`config.mk`:
```
export PLATFORM = sky130hd
export DESIGN_NAME = irq_vector_ctrl
export DESIGN_NICKNAME = d
export VERILOG_FILES = /design/src/rtl/ivc_pkg.sv /design/src/rtl/ivc_pin_sync.sv /design/src/rtl/ivc_pending.sv /design/src/rtl/ivc_arbiter.sv /design/src/rtl/ivc_lvl_stack.sv /design/src/rtl/irq_vector_ctrl.sv
export SDC_FILE = /design/constraint.sdc
export NUM_CORES = 1
export LEC_CHECK = 0
export ABC_AREA = 1
export ABC_CLOCK_PERIOD_IN_PS = 4059
export BUFFER_PORTS_ARGS = -buffer_cell sky130_fd_sc_hd__clkbuf_2
export CAP_MARGIN = 20
export CORE_MARGIN = 1.5
export CORE_UTILIZATION = 37
export CTS_CLUSTER_DIAMETER = 50
export DETAILED_ROUTE_END_ITERATION = 16
export GPL_ROUTABILITY_DRIVEN = 0
export HOLD_SLACK_MARGIN = 0.1
export PLACE_DENSITY = 0.6
export SETUP_SLACK_MARGIN = 0.02
export SLEW_MARGIN = 30
export SYNTH_ARGS = -nofsm -noshare
export SYNTH_HDL_FRONTEND = slang
export SYNTH_SLANG_ARGS = --single-unit
export TNS_END_PERCENT = 5
```
`constraint.sdc`:
```
create_clock -name clk -period 4.06 [get_ports clk]
set_input_delay 0.406 -clock clk [delete_from_list [all_inputs] [get_ports clk]]
set_output_delay 0.406 -clock clk [all_outputs]
set_load 0.05 [all_outputs]
```
`src/rtl/ivc_pkg.sv`:
```
package ivc_pkg;
  localparam int NSRC  = 10;
  localparam int NEXT  = 3;
  localparam int NDEV  = NSRC - 1;
  localparam int NFC   = 8;
  localparam int LVL_W = $clog2(NSRC + 2);
  localparam int VEC_W = 16;

  typedef logic [LVL_W-1:0] lvl_t;
  typedef logic [VEC_W-1:0] vec_t;

  typedef enum logic [1:0] {
    SEL_MASK = 2'd0,
    SEL_CTRL = 2'd1,
    SEL_FC   = 2'd2,
    SEL_NONE = 2'd3
  } wsel_e;

  typedef struct packed {
    logic            nest;
    logic [NEXT-1:0] edge_md;
  } ctrl_t;

  localparam lvl_t PD_LVL = lvl_t'(NSRC + 1);

  // vector of mask bit b; b = -1 gives the powerdown vector
  function automatic vec_t vec_of(input int b);
    return vec_t'(4 * (NSRC - b));
  endfunction

  // force/clear byte to source vector: low bits map straight, top bit to pin 2
  function automatic logic [NSRC-1:0] fc_expand(input logic [NFC-1:0] x);
    logic [NSRC-1:0] r;
    r = '0;
    r[NFC-2:0] = x[NFC-2:0];
    r[NSRC-1]  = x[NFC-1];
    return r;
  endfunction
endpackage

```
`src/rtl/ivc_pin_sync.sv`:
```
module ivc_pin_sync (
  input  logic clk,
  input  logic rst_n,
  input  logic pin_n,
  output logic low_o,
  output logic fall_o
);
  logic [2:0] sh_q;

  always_ff @(posedge clk or negedge rst_n) begin
    if (!rst_n) sh_q <= '1;
    else        sh_q <= {sh_q[1:0], pin_n};
  end

  assign low_o  = ~sh_q[1];
  assign fall_o = sh_q[2] & ~sh_q[1];
endmodule

```
`src/rtl/ivc_pending.sv`:
```
module ivc_pending
  import ivc_pkg::*;
(
  input  logic            clk,
  input  logic            rst_n,
  input  logic [NDEV-1:0] dev_evt,
  input  logic [NEXT-1:0] ext_low,
  input  logic [NEXT-1:0] ext_fall,
  input  logic [NEXT-1:0] edge_md,
  input  logic [NSRC-1:0] force_v,
  input  logic [NSRC-1:0] clear_v,
  input  logic [NSRC-1:0] ack_v,
  input  logic            pd_evt,
  input  logic            pd_ack,
  output logic [NSRC-1:0] req_o,
  output logic            pd_o
);
  localparam int EXT_BIT [NEXT] = '{1, 2, NSRC - 1};

  logic [NSRC-1:0] pend_q, set_v, lvl_v;
  logic            pd_q;

  always_comb begin
    set_v = '0;
    lvl_v = '0;
    set_v[NDEV-1:0] = dev_evt;
    for (int e = 0; e < NEXT; e++) begin
      if (edge_md[e] && ext_fall[e]) set_v[EXT_BIT[e]] = 1'b1;
      if (!edge_md[e] && ext_low[e]) lvl_v[EXT_BIT[e]] = 1'b1;
    end
    set_v = set_v | force_v;
  end

  always_ff @(posedge clk or negedge rst_n) begin
    if (!rst_n) begin
      pend_q <= '0;
      pd_q   <= 1'b0;
    end else begin
      pend_q <= set_v | (pend_q & ~(ack_v | clear_v));
      pd_q   <= pd_evt | (pd_q & ~pd_ack);
    end
  end

  assign req_o = pend_q | lvl_v;
  assign pd_o  = pd_q;


  clear_empties_chk: assert property (@(posedge clk) disable iff (!rst_n)
    (clear_v[0] && !set_v[0]) |=> !pend_q[0]);
endmodule

```
`src/rtl/ivc_arbiter.sv`:
```
module ivc_arbiter
  import ivc_pkg::*;
(
  input  logic [NSRC-1:0] req_i,
  input  logic [NSRC-1:0] mask_i,
  input  logic            pd_i,
  output logic [NSRC-1:0] grant_o,
  output logic            pd_win_o,
  output lvl_t            lvl_o,
  output vec_t            vec_o,
  output logic            any_o
);
  logic [NSRC-1:0] eff;

  always_comb begin
    eff      = req_i & mask_i;
    grant_o  = '0;
    pd_win_o = 1'b0;
    lvl_o    = '0;
    vec_o    = '0;
    for (int b = 0; b < NSRC; b++) begin
      if (eff[b]) begin
        grant_o    = '0;
        grant_o[b] = 1'b1;
        lvl_o      = lvl_t'(b + 1);
        vec_o      = vec_of(b);
      end
    end
    if (pd_i) begin
      grant_o  = '0;
      pd_win_o = 1'b1;
      lvl_o    = PD_LVL;
      vec_o    = vec_of(-1);
    end
    any_o = pd_i | (|eff);
  end
endmodule

```
`src/rtl/ivc_lvl_stack.sv`:
```
module ivc_lvl_stack
  import ivc_pkg::*;
#(
  parameter int DEPTH = 12
) (
  input  logic clk,
  input  logic rst_n,
  input  logic push,
  input  logic pop,
  input  lvl_t push_val,
  output lvl_t top_o,
  output logic ovf_o
);
  localparam int CNT_W = $clog2(DEPTH + 1);
  localparam int IDX_W = (DEPTH > 1) ? $clog2(DEPTH) : 1;

  lvl_t             mem_q [DEPTH];
  logic [CNT_W-1:0] cnt_q;
  logic             ovf_q;
  logic             do_push, do_pop, full;

  assign do_push = push & ~pop;
  assign do_pop  = pop & ~push;
  assign full    = (cnt_q == CNT_W'(DEPTH));

  always_ff @(posedge clk or negedge rst_n) begin
    if (!rst_n) begin
      cnt_q <= '0;
      ovf_q <= 1'b0;
    end else if (do_push) begin
      if (full) ovf_q <= 1'b1;
      else      cnt_q <= cnt_q + 1'b1;
    end else if (do_pop && cnt_q != '0) begin
      cnt_q <= cnt_q - 1'b1;
    end
  end

  always_ff @(posedge clk) begin
    if (do_push && !full) mem_q[IDX_W'(cnt_q)] <= push_val;
  end

  assign top_o = (cnt_q == '0) ? '0 : mem_q[IDX_W'(cnt_q - 1'b1)];
  assign ovf_o = ovf_q;


  overflow_flag_chk: assert property (@(posedge clk) disable iff (!rst_n)
    (do_push && full) |=> ovf_q);

  depth_bound_chk: assert property (@(posedge clk) disable iff (!rst_n)
    cnt_q <= CNT_W'(DEPTH));

  both_keep_chk: assert property (@(posedge clk) disable iff (!rst_n)
    (push && pop) |=> $stable(cnt_q));
endmodule

```
`src/rtl/irq_vector_ctrl.sv`:
```
module irq_vector_ctrl
  import ivc_pkg::*;
#(
  parameter int STACK_DEPTH = 12
) (
  input  logic             clk,
  input  logic             rst_n,
  input  logic [NEXT-1:0]  ext_n,
  input  logic [NDEV-1:0]  dev_evt,
  input  logic             pd_evt,
  input  logic             wr_en,
  input  logic [1:0]       wr_sel,
  input  logic [VEC_W-1:0] wr_data,
  input  logic             ien_set,
  input  logic             ien_clr,
  input  logic             irq_ack,
  input  logic             irq_ret,
  output logic             irq_valid,
  output logic [VEC_W-1:0] irq_vec,
  output logic             stk_ovf
);
  logic [NSRC-1:0] mask_q;
  ctrl_t           ctrl_q;
  logic            gie_q;
  lvl_t            act_q;

  logic [NEXT-1:0] ext_low, ext_fall;
  logic [NSRC-1:0] force_v, clear_v, ack_v, req, grant;
  logic            pd_pend, pd_win, any, eligible, take;
  lvl_t            win_lvl, stk_top;
  vec_t            win_vec;
  wsel_e           sel;

  assign sel = wsel_e'(wr_sel);

  for (genvar p = 0; p < NEXT; p++) begin : g_pin
    ivc_pin_sync u_sync (
      .clk   (clk),
      .rst_n (rst_n),
      .pin_n (ext_n[p]),
      .low_o (ext_low[p]),
      .fall_o(ext_fall[p])
    );
  end

  always_comb begin
    force_v = '0;
    clear_v = '0;
    if (wr_en && sel == SEL_FC) begin
      force_v = fc_expand(wr_data[NFC-1:0]);
      clear_v = fc_expand(wr_data[2*NFC-1:NFC]);
    end
  end

  always_ff @(posedge clk or negedge rst_n) begin
    if (!rst_n) begin
      mask_q <= '0;
      ctrl_q <= '0;
      gie_q  <= 1'b1;
    end else begin
      if (wr_en && sel == SEL_MASK) mask_q <= wr_data[NSRC-1:0];
      if (wr_en && sel == SEL_CTRL) ctrl_q <= ctrl_t'(wr_data[NEXT:0]);
      if (ien_set)      gie_q <= 1'b1;
      else if (ien_clr) gie_q <= 1'b0;
    end
  end

  ivc_pending u_pend (
    .clk     (clk),
    .rst_n   (rst_n),
    .dev_evt (dev_evt),
    .ext_low (ext_low),
    .ext_fall(ext_fall),
    .edge_md (ctrl_q.edge_md),
    .force_v (force_v),
    .clear_v (clear_v),
    .ack_v   (ack_v),
    .pd_evt  (pd_evt),
    .pd_ack  (take & pd_win),
    .req_o   (req),
    .pd_o    (pd_pend)
  );

  ivc_arbiter u_arb (
    .req_i   (req),
    .mask_i  (mask_q),
    .pd_i    (pd_pend),
    .grant_o (grant),
    .pd_win_o(pd_win),
    .lvl_o   (win_lvl),
    .vec_o   (win_vec),
    .any_o   (any)
  );

  assign eligible  = ctrl_q.nest ? (win_lvl > act_q) : (act_q == '0);
  assign irq_valid = gie_q & any & eligible;
  assign irq_vec   = win_vec;
  assign take      = irq_valid & irq_ack;
  assign ack_v     = take ? grant : '0;

  ivc_lvl_stack #(.DEPTH(STACK_DEPTH)) u_stk (
    .clk     (clk),
    .rst_n   (rst_n),
    .push    (take),
    .pop     (irq_ret),
    .push_val(act_q),
    .top_o   (stk_top),
    .ovf_o   (stk_ovf)
  );

  always_ff @(posedge clk or negedge rst_n) begin
    if (!rst_n)       act_q <= '0;
    else if (take)    act_q <= win_lvl;
    else if (irq_ret) act_q <= stk_top;
  end


  global_off_chk: assert property (@(posedge clk) disable iff (!rst_n)
    (ien_clr && !ien_set) |=> !irq_valid);

  serial_idle_chk: assert property (@(posedge clk) disable iff (!rst_n)
    (irq_valid && !ctrl_q.nest) |-> (act_q == '0));

  strict_above_chk: assert property (@(posedge clk) disable iff (!rst_n)
    irq_valid |-> (win_lvl > act_q));

  accept_level_chk: assert property (@(posedge clk) disable iff (!rst_n)
    take |=> (act_q == $past(win_lvl)));

  single_grant_chk: assert property (@(posedge clk) disable iff (!rst_n)
    $onehot0({grant, pd_win}));

  masked_out_chk: assert property (@(posedge clk) disable iff (!rst_n)
    (|grant) |-> ((grant & mask_q) == grant));
endmodule

```
==> results by group, run 1 <==
Timing
  – Hold slack: 144.9 ps
  – Max Slew Vio Count: 0
  – Final Hold Viols: 0
  – Slew margin rel.: 54.32%
  – Post-route minimum period: approximately 3400 ps
  – Actual slew at the worst max-slew pin: around 680 ps
  – Fmax: between 200 and 300 MHz
  – Final TNS setup: 0 ps
  – Fin crit share: roughly 84%
  – Skew final: 6.788 ps
  – Final setup viols: 0
  – Unrepaired setup endpoints after global routing: false

Placement
  – IO Port Bufs: 43
  – Post-DP HPWL: 7546 um
  – Placed standard-cell area: around 5000 um^2

Route
  – WL final: 10,280 um
  – Vias per cell: approximately 5
  – First DRT Iteration DRCs: about 220
  – Drt pass-1 iters: 4
  – Wire per inst: between 15 and 20 um
  – Routed vias: approximately 3,400
  – Post-route ant nets: 0
  – DRC Markers: 0

CTS
  – Post-cts resize count: 0
  – Clock Sinks: 92
  – CTS buffer count: 9
  – CTS tree: done
  – Clock tree buffer depth: 2
  – CTS H-tree lvls: 3
  – Reg clk slew, reported paths: 60 ps
  – Cts hold-fix bufs: 0
  – Worst-Skew Late Latency: about 340 ps
  – Post-CTS setup buffers: 0
  – Clk root buf: clkbuf_16

Outcome
  – Status: complete, no violations

Logic synthesis
  – Post-synth cell types: 42
  – Synth top cells by count: 113 x nand2_1, 50 x nand3_1, 48 x edfxtp_1, 43 x inv_1, 36 x nor2_1
  – Cells after synthesis: 480
  – Post-synth EDFFs: 48
  – Yosys top cell area share: between 30% and 40%
  – Mean Syn Cell Area: 9.504 um^2
  – Yosys top cell by area: edfxtp_1
  – Number of synthesized register bits: 92
  – Sequential area share after synthesis: 56.01%
  – Most frequent cell after synthesis: nand2_1
  – Synth warn: 0
  – Post-Syn Area: roughly 4600 um^2
  – FFs w/ async S/R, synth: 47.83%
  – Main synth FF type: edfxtp_1
  – Largest cells by area after synthesis: edfxtp_1 32%, dfrtp_1 19%, nand2_1 9.3%

Power
  – Power Dens Cells: approximately 650 nW/um^2
  – Leakage: between 2 and 2.5 nW
  – Worst VDD drop: around 0.00023 V
  – Total power: about 3.4 mW

Floorplan
  – Io pins: between 50 and 60
  – Initial Utilization: between 30% and 40%
  – Die Ht: ~110 um
  – Row Count: 40
  – Std-Cell Core Area: ~12,000 um^2
  – Total Die Area: between 10,000 and 15,000 um^2
  – Die Wd: around 110 um

Global route
  – First-pass GRT wire length: 16,920 um
  – Number of global-route vias before repair: 3,493
  – Total Routing Usage GR: between 10% and 20%
  – Grt ovf: 0
  – Maximum number of pins on one net before global-route repair: 45
  – Initial antenna violation count: 0

Min path
  – HP Class: in -> async

Critical path
  – Startpoint Class: flop
  – R2r startpoint: g_pin[2].u_sync.sh_q[1]
  – Setup crit end kind: flop
  – RR Endpoint: u_stk.mem_q[5][2]
  – R2R cell count: 16
  – Worst reg2reg setup slack: roughly 670 ps
  – Crit Path Category: reg -> reg
  – WP data arrival: ~3400 ps
  – Req. time, crit path: 4040 ps
  – CP max FO: 13

Job
  – Max Cap Viol: 0

Cells and area
  – Share of cells above drive strength 1: a little under a fifth
  – ANT cells: 0
  – Fill count: about 1,200
  – Finished Core Util: 42.99%
  – Area grow syn2layout: 13.19%
  – Final Net Count: 569
  – Post-route cell area: 5164 um^2
registers in the layout (all words and copies together), names as in the netlist:
register and count:
u_stk.ovf_o 1, mask_q 10, ctrl_q 4, g_pin.u_sync.sh_q 9
u_pend.pend_q 10, u_pend.pd_o 1, gie_q 1, u_stk.mem_q 48
act_q 4, u_stk.cnt_q 4
how the worst max path moves through the flow:
| stage | start | endpoint | slack (ps) | depth (start not counted) |
|---|---|---|---|---|
| floorplan | g_pin[2].u_sync.sh_q[1] | u_stk.mem_q[10][0] | 170 | 17 |
| global placement | g_pin[2].u_sync.sh_q[1] | u_stk.mem_q[8][2] | 870 | 18 |
| detailed placement | g_pin[2].u_sync.sh_q[1] | u_stk.mem_q[5][0] | 700 | 16 |
| CTS | g_pin[2].u_sync.sh_q[1] | u_stk.mem_q[5][0] | 690 | 16 |
| global route | g_pin[2].u_sync.sh_q[1] | u_stk.mem_q[5][2] | 420 | 16 |
| finish | g_pin[2].u_sync.sh_q[1] | u_stk.mem_q[5][2] | 670 | 16 |
stage by stage:
stage	worst slack, ps	cells
finish	668.6	674
global route	416.2	674
CTS	689.1	674
detailed placement	703.9	658
global placement	873.7	658
floorplan	170.4	491
area by class of cell:
class                   instances  area (um^2)  area share (%)
flip-flops and latches         92         2555           49.48
clock buffers                  13        260.3           5.040
well taps                     147        183.9           3.562
multi-input cells             325         1704           33.00
inverters                      49        183.9           3.562
repair buffers                 45        230.2           4.458
clock inverters                 3        46.29          0.8965
power breakdown:
| group | switching, mW | internal, mW | leakage [nW] | total (mW) |
|---|---|---|---|---|
| Sequential | 0.152 | 1.14 | 0.926 | 1.29 |
| Clock | 0.335 | 0.513 | 0.146 | 0.848 |
| Combinational | 0.862 | 0.366 | 1.18 | 1.23 |
| Total | 1.35 | 2.02 | 2.26 | 3.37 |
cell families (layout without fill, tap and decap cells):
kind of cell,count (synthesis),in the layout,share of synthesized area [%]
buffers and inverters,74,110,7.542
DFF,92,92,56.01
other,1,12,0.08220
muxes,3,3,0.7405
xor gates and xnor gates,4,4,0.9327
AOI/OAI and AO/OA,59,59,8.173
and+or+nand+nor,238,238,24.05
adders and majority gates,9,9,2.469
layer usage:
layer	GRT usage (%)	wire (um)	vias to the layer above
li1	-	-	1672
met1	21.15	4566	1641
met2	29.20	5056	96
met3	3.773	507	15
met4	5.167	153	0
met5	0	0	-
worst max-delay path, stage by stage, from the launching register on:
cell,delay [ps]
dfstp_2,540
nor2_1,50
o21ai_2,230
nand2_1,180
nor2_2,150
inv_2,70
nor2_1,200
ha_1,270
nand2_1,70
inv_2,40
nand3_1,50
nand2_1,70
nand2_1,60
nand2_1,80
nor2_4,200
nand4_4,250
nor3_1,520
placed cells by master (no fill, tap or decap), types with 7 or more instances in the layout:
cell type,Yosys,routed
conb_1,1,12
nor2_1,36,36
nand2_2,7,7
inv_1,43,43
nand2_1,113,113
dfrtp_1,34,34
o21bai_1,11,11
edfxtp_1,48,48
o21ai_0,26,26
nand4_1,8,8
nand3_1,50,50
ha_1,9,9
dfstp_2,10,10
clkbuf_16,0,9
clkbuf_2,0,43
nor3_1,11,11
Power figures use the tool's default switching activity.
==> inputs of run 2 (changes only) <==
Settings changed: ABC_CLOCK_PERIOD_IN_PS 4059 to 3000, PLACE_DENSITY 0.6 to 0.62.
Clock period 4.06 ns to 3 ns, I/O delays scaled along.
==> run 2 against run 1 <==
Compared with the run above:
- non-clock buffer count rose by 23
- global-route usage rose by 1.1 points
- utilization rose by 2.9 points
- fmax rose by 18%
- critical path depth rose by 2
- critical path type unchanged
==> results by group, run 2 (synthesized netlist as in run 1, its figures left out) <==
Outcome
  – Status: complete, no violations (unchanged)

Global route
  – Number of global-route vias before repair: 3,577 (was 3,493)
  – Grt ovf: 0 (unchanged)
  – Total Routing Usage GR: 17.94% (was 16.88%)
  – Initial antenna violation count: 0 (unchanged)
  – First-pass GRT wire length: 17,820 um (was 16,920 um)
  – Maximum number of pins on one net before global-route repair: 33 (was 45)

Route
  – DRC Markers: 0 (unchanged)
  – Drt pass-1 iters: 5 (was 4)
  – First DRT Iteration DRCs: 236 (was 217)
  – Vias per cell: 5.007 (was 5.080)
  – Post-route ant nets: 0 (unchanged)
  – Routed vias: 3,490 (was 3,424)
  – WL final: 10,730 um (was 10,280 um)
  – Wire per inst: 15.40 um (was 15.26 um)

Critical path
  – Delay-heaviest family, CP: simple AND/OR/NAND/NOR gates (unchanged)
  – Worst path max stage delay: 550 ps (was 540 ps)
  – CP max FO: 13 (unchanged)
  – Crit Path Category: reg -> reg (unchanged)
  – WP buf/inv: 2 (unchanged)
  – Startpoint Class: flop (unchanged)
  – Slowest CP cell: dfstp_2 (unchanged)
  – Worst path cell trace: nor2_2, o21ai_4, nand2_1, a31oi_1, o21ai_1, ha_1, nand2_1, nand2_1, nand2_1, nand2_1, nand2_1, nand2_1, nand2_2, nor2_4, buf_6, nand4_4, buf_12, nor3_4 (was nor2_1, o21ai_2, nand2_1, nor2_2, inv_2, nor2_1, ha_1, nand2_1, inv_2, nand3_1, nand2_1, nand2_1, nand2_1, nor2_4, nand4_4, nor3_1)
  – RR Endpoint: u_stk.mem_q[5][3] (was u_stk.mem_q[5][2])
  – R2r startpoint: g_pin[1].u_sync.sh_q[1] (was g_pin[2].u_sync.sh_q[1])
  – R2R cell count: 18 (was 16)
  – Worst reg2reg setup slack: 120 ps (was 670 ps)
  – Worst path depth: 18 (was 16)
  – Req. time, crit path: 3030 ps (was 4040 ps)
  – Setup crit end kind: flop (unchanged)
  – Cell mode on critical path: nand2_1 (unchanged)
  – WP data arrival: 2910 ps (was 3370 ps)

Floorplan
  – Die Wd: 114.0 um (unchanged)
  – Std-Cell Core Area: 12,010 um^2 (unchanged)
  – Initial Utilization: 37.98% (unchanged)
  – Total Die Area: 13,000 um^2 (unchanged)
  – Die Ht: 114.0 um (unchanged)
  – Io pins: 56 (unchanged)
  – Row Count: 40 (unchanged)

Cells and area
  – Largest Register: u_stk.mem_q (unchanged)
  – Final Net Count: 592 (was 569)
  – Share of cells above drive strength 1: 25.64% (was 18.22%)
  – Leading cell type in the layout, fill and taps excluded: nand2_1 (unchanged)
  – Biggest regs: u_stk.mem_q x48, mask_q x10, u_pend.pend_q x10 (unchanged)
  – Area grow syn2layout: 20.87% (was 13.19%)
  – Register Area: 2555 um^2 (unchanged)
  – Max reg flops: 48 (unchanged)
  – Post-route cell area: 5514 um^2 (was 5164 um^2)
  – Footprint of the multi-input gates: 1863 um^2 (was 1704 um^2)
  – Fill count: 1,172 (was 1,189)
  – Most frequent cells in the layout: 108 x nand2_1, 48 x edfxtp_1, 47 x nand3_1, 42 x inv_1, 42 x clkbuf_2 (was 113 x nand2_1, 50 x nand3_1, 48 x edfxtp_1, 43 x inv_1, 43 x clkbuf_2)
  – ANT cells: 0 (unchanged)

CTS
  – Clk root buf: clkbuf_16 (unchanged)
  – CTS tree: done (unchanged)
  – CTS buffer count: 9 (unchanged)
  – Worst-Skew Late Latency: 340 ps (about the same)
  – Clock tree buffer depth: 2 (unchanged)
  – Reg clk slew, reported paths: 60 ps (about the same)
  – Clock Sinks: 92 (unchanged)
  – CTS H-tree lvls: 3 (unchanged)

Power
  – Leakage: 2.445 nW (was 2.256 nW)
  – Power Dens Cells: 854.1 nW/um^2 (was 652.7 nW/um^2)
  – Worst VDD drop: 0.0004154 V (was 0.0002306 V)

Timing
  – Max Slew Vio Count: 0 (unchanged)
  – Fin worst setup slack: 116.4 ps (was 668.6 ps)
  – Post-route minimum period: 2884 ps (was 3391 ps)
  – Actual slew at the worst max-slew pin: 814.1 ps (was 682.6 ps)
  – Slew margin rel.: 45.73% (was 54.32%)
  – Unrepaired setup endpoints after global routing: true (was false)
  – Final setup viols: 0 (unchanged)
  – Skew final: 5.863 ps (was 6.788 ps)
  – Fin crit share: 96.12% (was 83.53%)
  – Fmax: 346.8 MHz (was 294.9 MHz)
  – Final Hold Viols: 0 (unchanged)

Placement
  – Post-DP HPWL: 7840 um (was 7546 um)
  – Setup WS pre-CTS: 73.97 ps (was 703.9 ps)
  – Placed standard-cell area: 5090 um^2 (was 4857 um^2)
  – IO Port Bufs: 43 (unchanged)

Job
  – Max Cap Viol: 0 (unchanged)

Min path
  – Hold Path Stages: 2
  – HP Start: ien_clr
  – Hold Path Sink: gie_q
  – HP Class: in -> reg (was in -> async)
[run 2: changes by cell type in the layout (fill, tap and decap cells not counted), moves of 4 or more]
cell           change
buf_4             +16
dlygate4sd3_1      +4
nand2_1            -5
nand2_2            +5
nor2_1             -5
nor3_1             -8
nor3_4             +8
[run 2: final cells by class]
| cell class | instances | share of cell area [%] |
|---|---|---|
| Inverter | 49 | 3.381 |
| Timing Repair Buffer | 68 | 7.965 |
| Clock inverter | 6 | 0.8623 |
| Clock buffer | 10 | 4.334 |
| Multi-Input combinational cell | 325 | 33.79 |
| Sequential cell | 92 | 46.34 |
| Tap cell | 147 | 3.336 |
[run 2: worst reg2reg max path, delay by kind of cell, from the launching register on]
family                     cells  cell delay, ps
AOI/OAI and AO/OA              3             470
adders and majority gates      1             320
buffers and inverters          2             310
DFF                            1             550
and+or+nand+nor               12             930
[run 2: worst max path at each step]
stage	startpoint	end	slack (ps)
2_1_floorplan	g_pin[2].u_sync.sh_q[1]	u_stk.mem_q[10][0]	-240
3_3_place_gp	g_pin[0].u_sync.sh_q[1]	u_stk.mem_q[7][2]	160
3_5_place_dp	g_pin[1].u_sync.sh_q[1]	u_stk.mem_q[11][0]	70
4_1_cts	g_pin[1].u_sync.sh_q[1]	irq_valid	40
5_1_grt	g_pin[1].u_sync.sh_q[1]	irq_valid	-130
6_report	g_pin[1].u_sync.sh_q[1]	u_stk.mem_q[5][3]	120
[run 2: power by group]
part           switching, mW  internal [mW]  total [mW]
sequential            0.0934           1.55        1.64
clock                  0.487          0.592        1.08
combinational           1.38          0.614        1.99
total                   1.96           2.75        4.71
[run 2: what timing repair did]
action	CTS	global route
pin swaps	1	3
resized for setup	1	18
hold buffers	4	0
setup buffers	1	4
setup endpoints to repair	1	56
hold endpoints to repair	27	0
[run 2: metal layers]
layer / track usage, % / part of all wire, %
met1: 22.63 / 41
met2: 31.49 / 51
met3: 3.454 / 6.4
met4: 5.083 / 1.3
met5: 0 / 0
[run 2: through the flow]
step	instances	total power, mW	TNS, ps	hold slack (ps)	util, %
finish	697	4.710	0	107.5	45.91
global route	697	5.036	-3577	103.9	45.91
CTS	693	4.683	0	100.0	45.18
detailed placement	672	3.572	0	346.8	42.38
global placement	672	3.563	0	347.5	42.38
floorplan	491	3.007	-9403	4.409	-
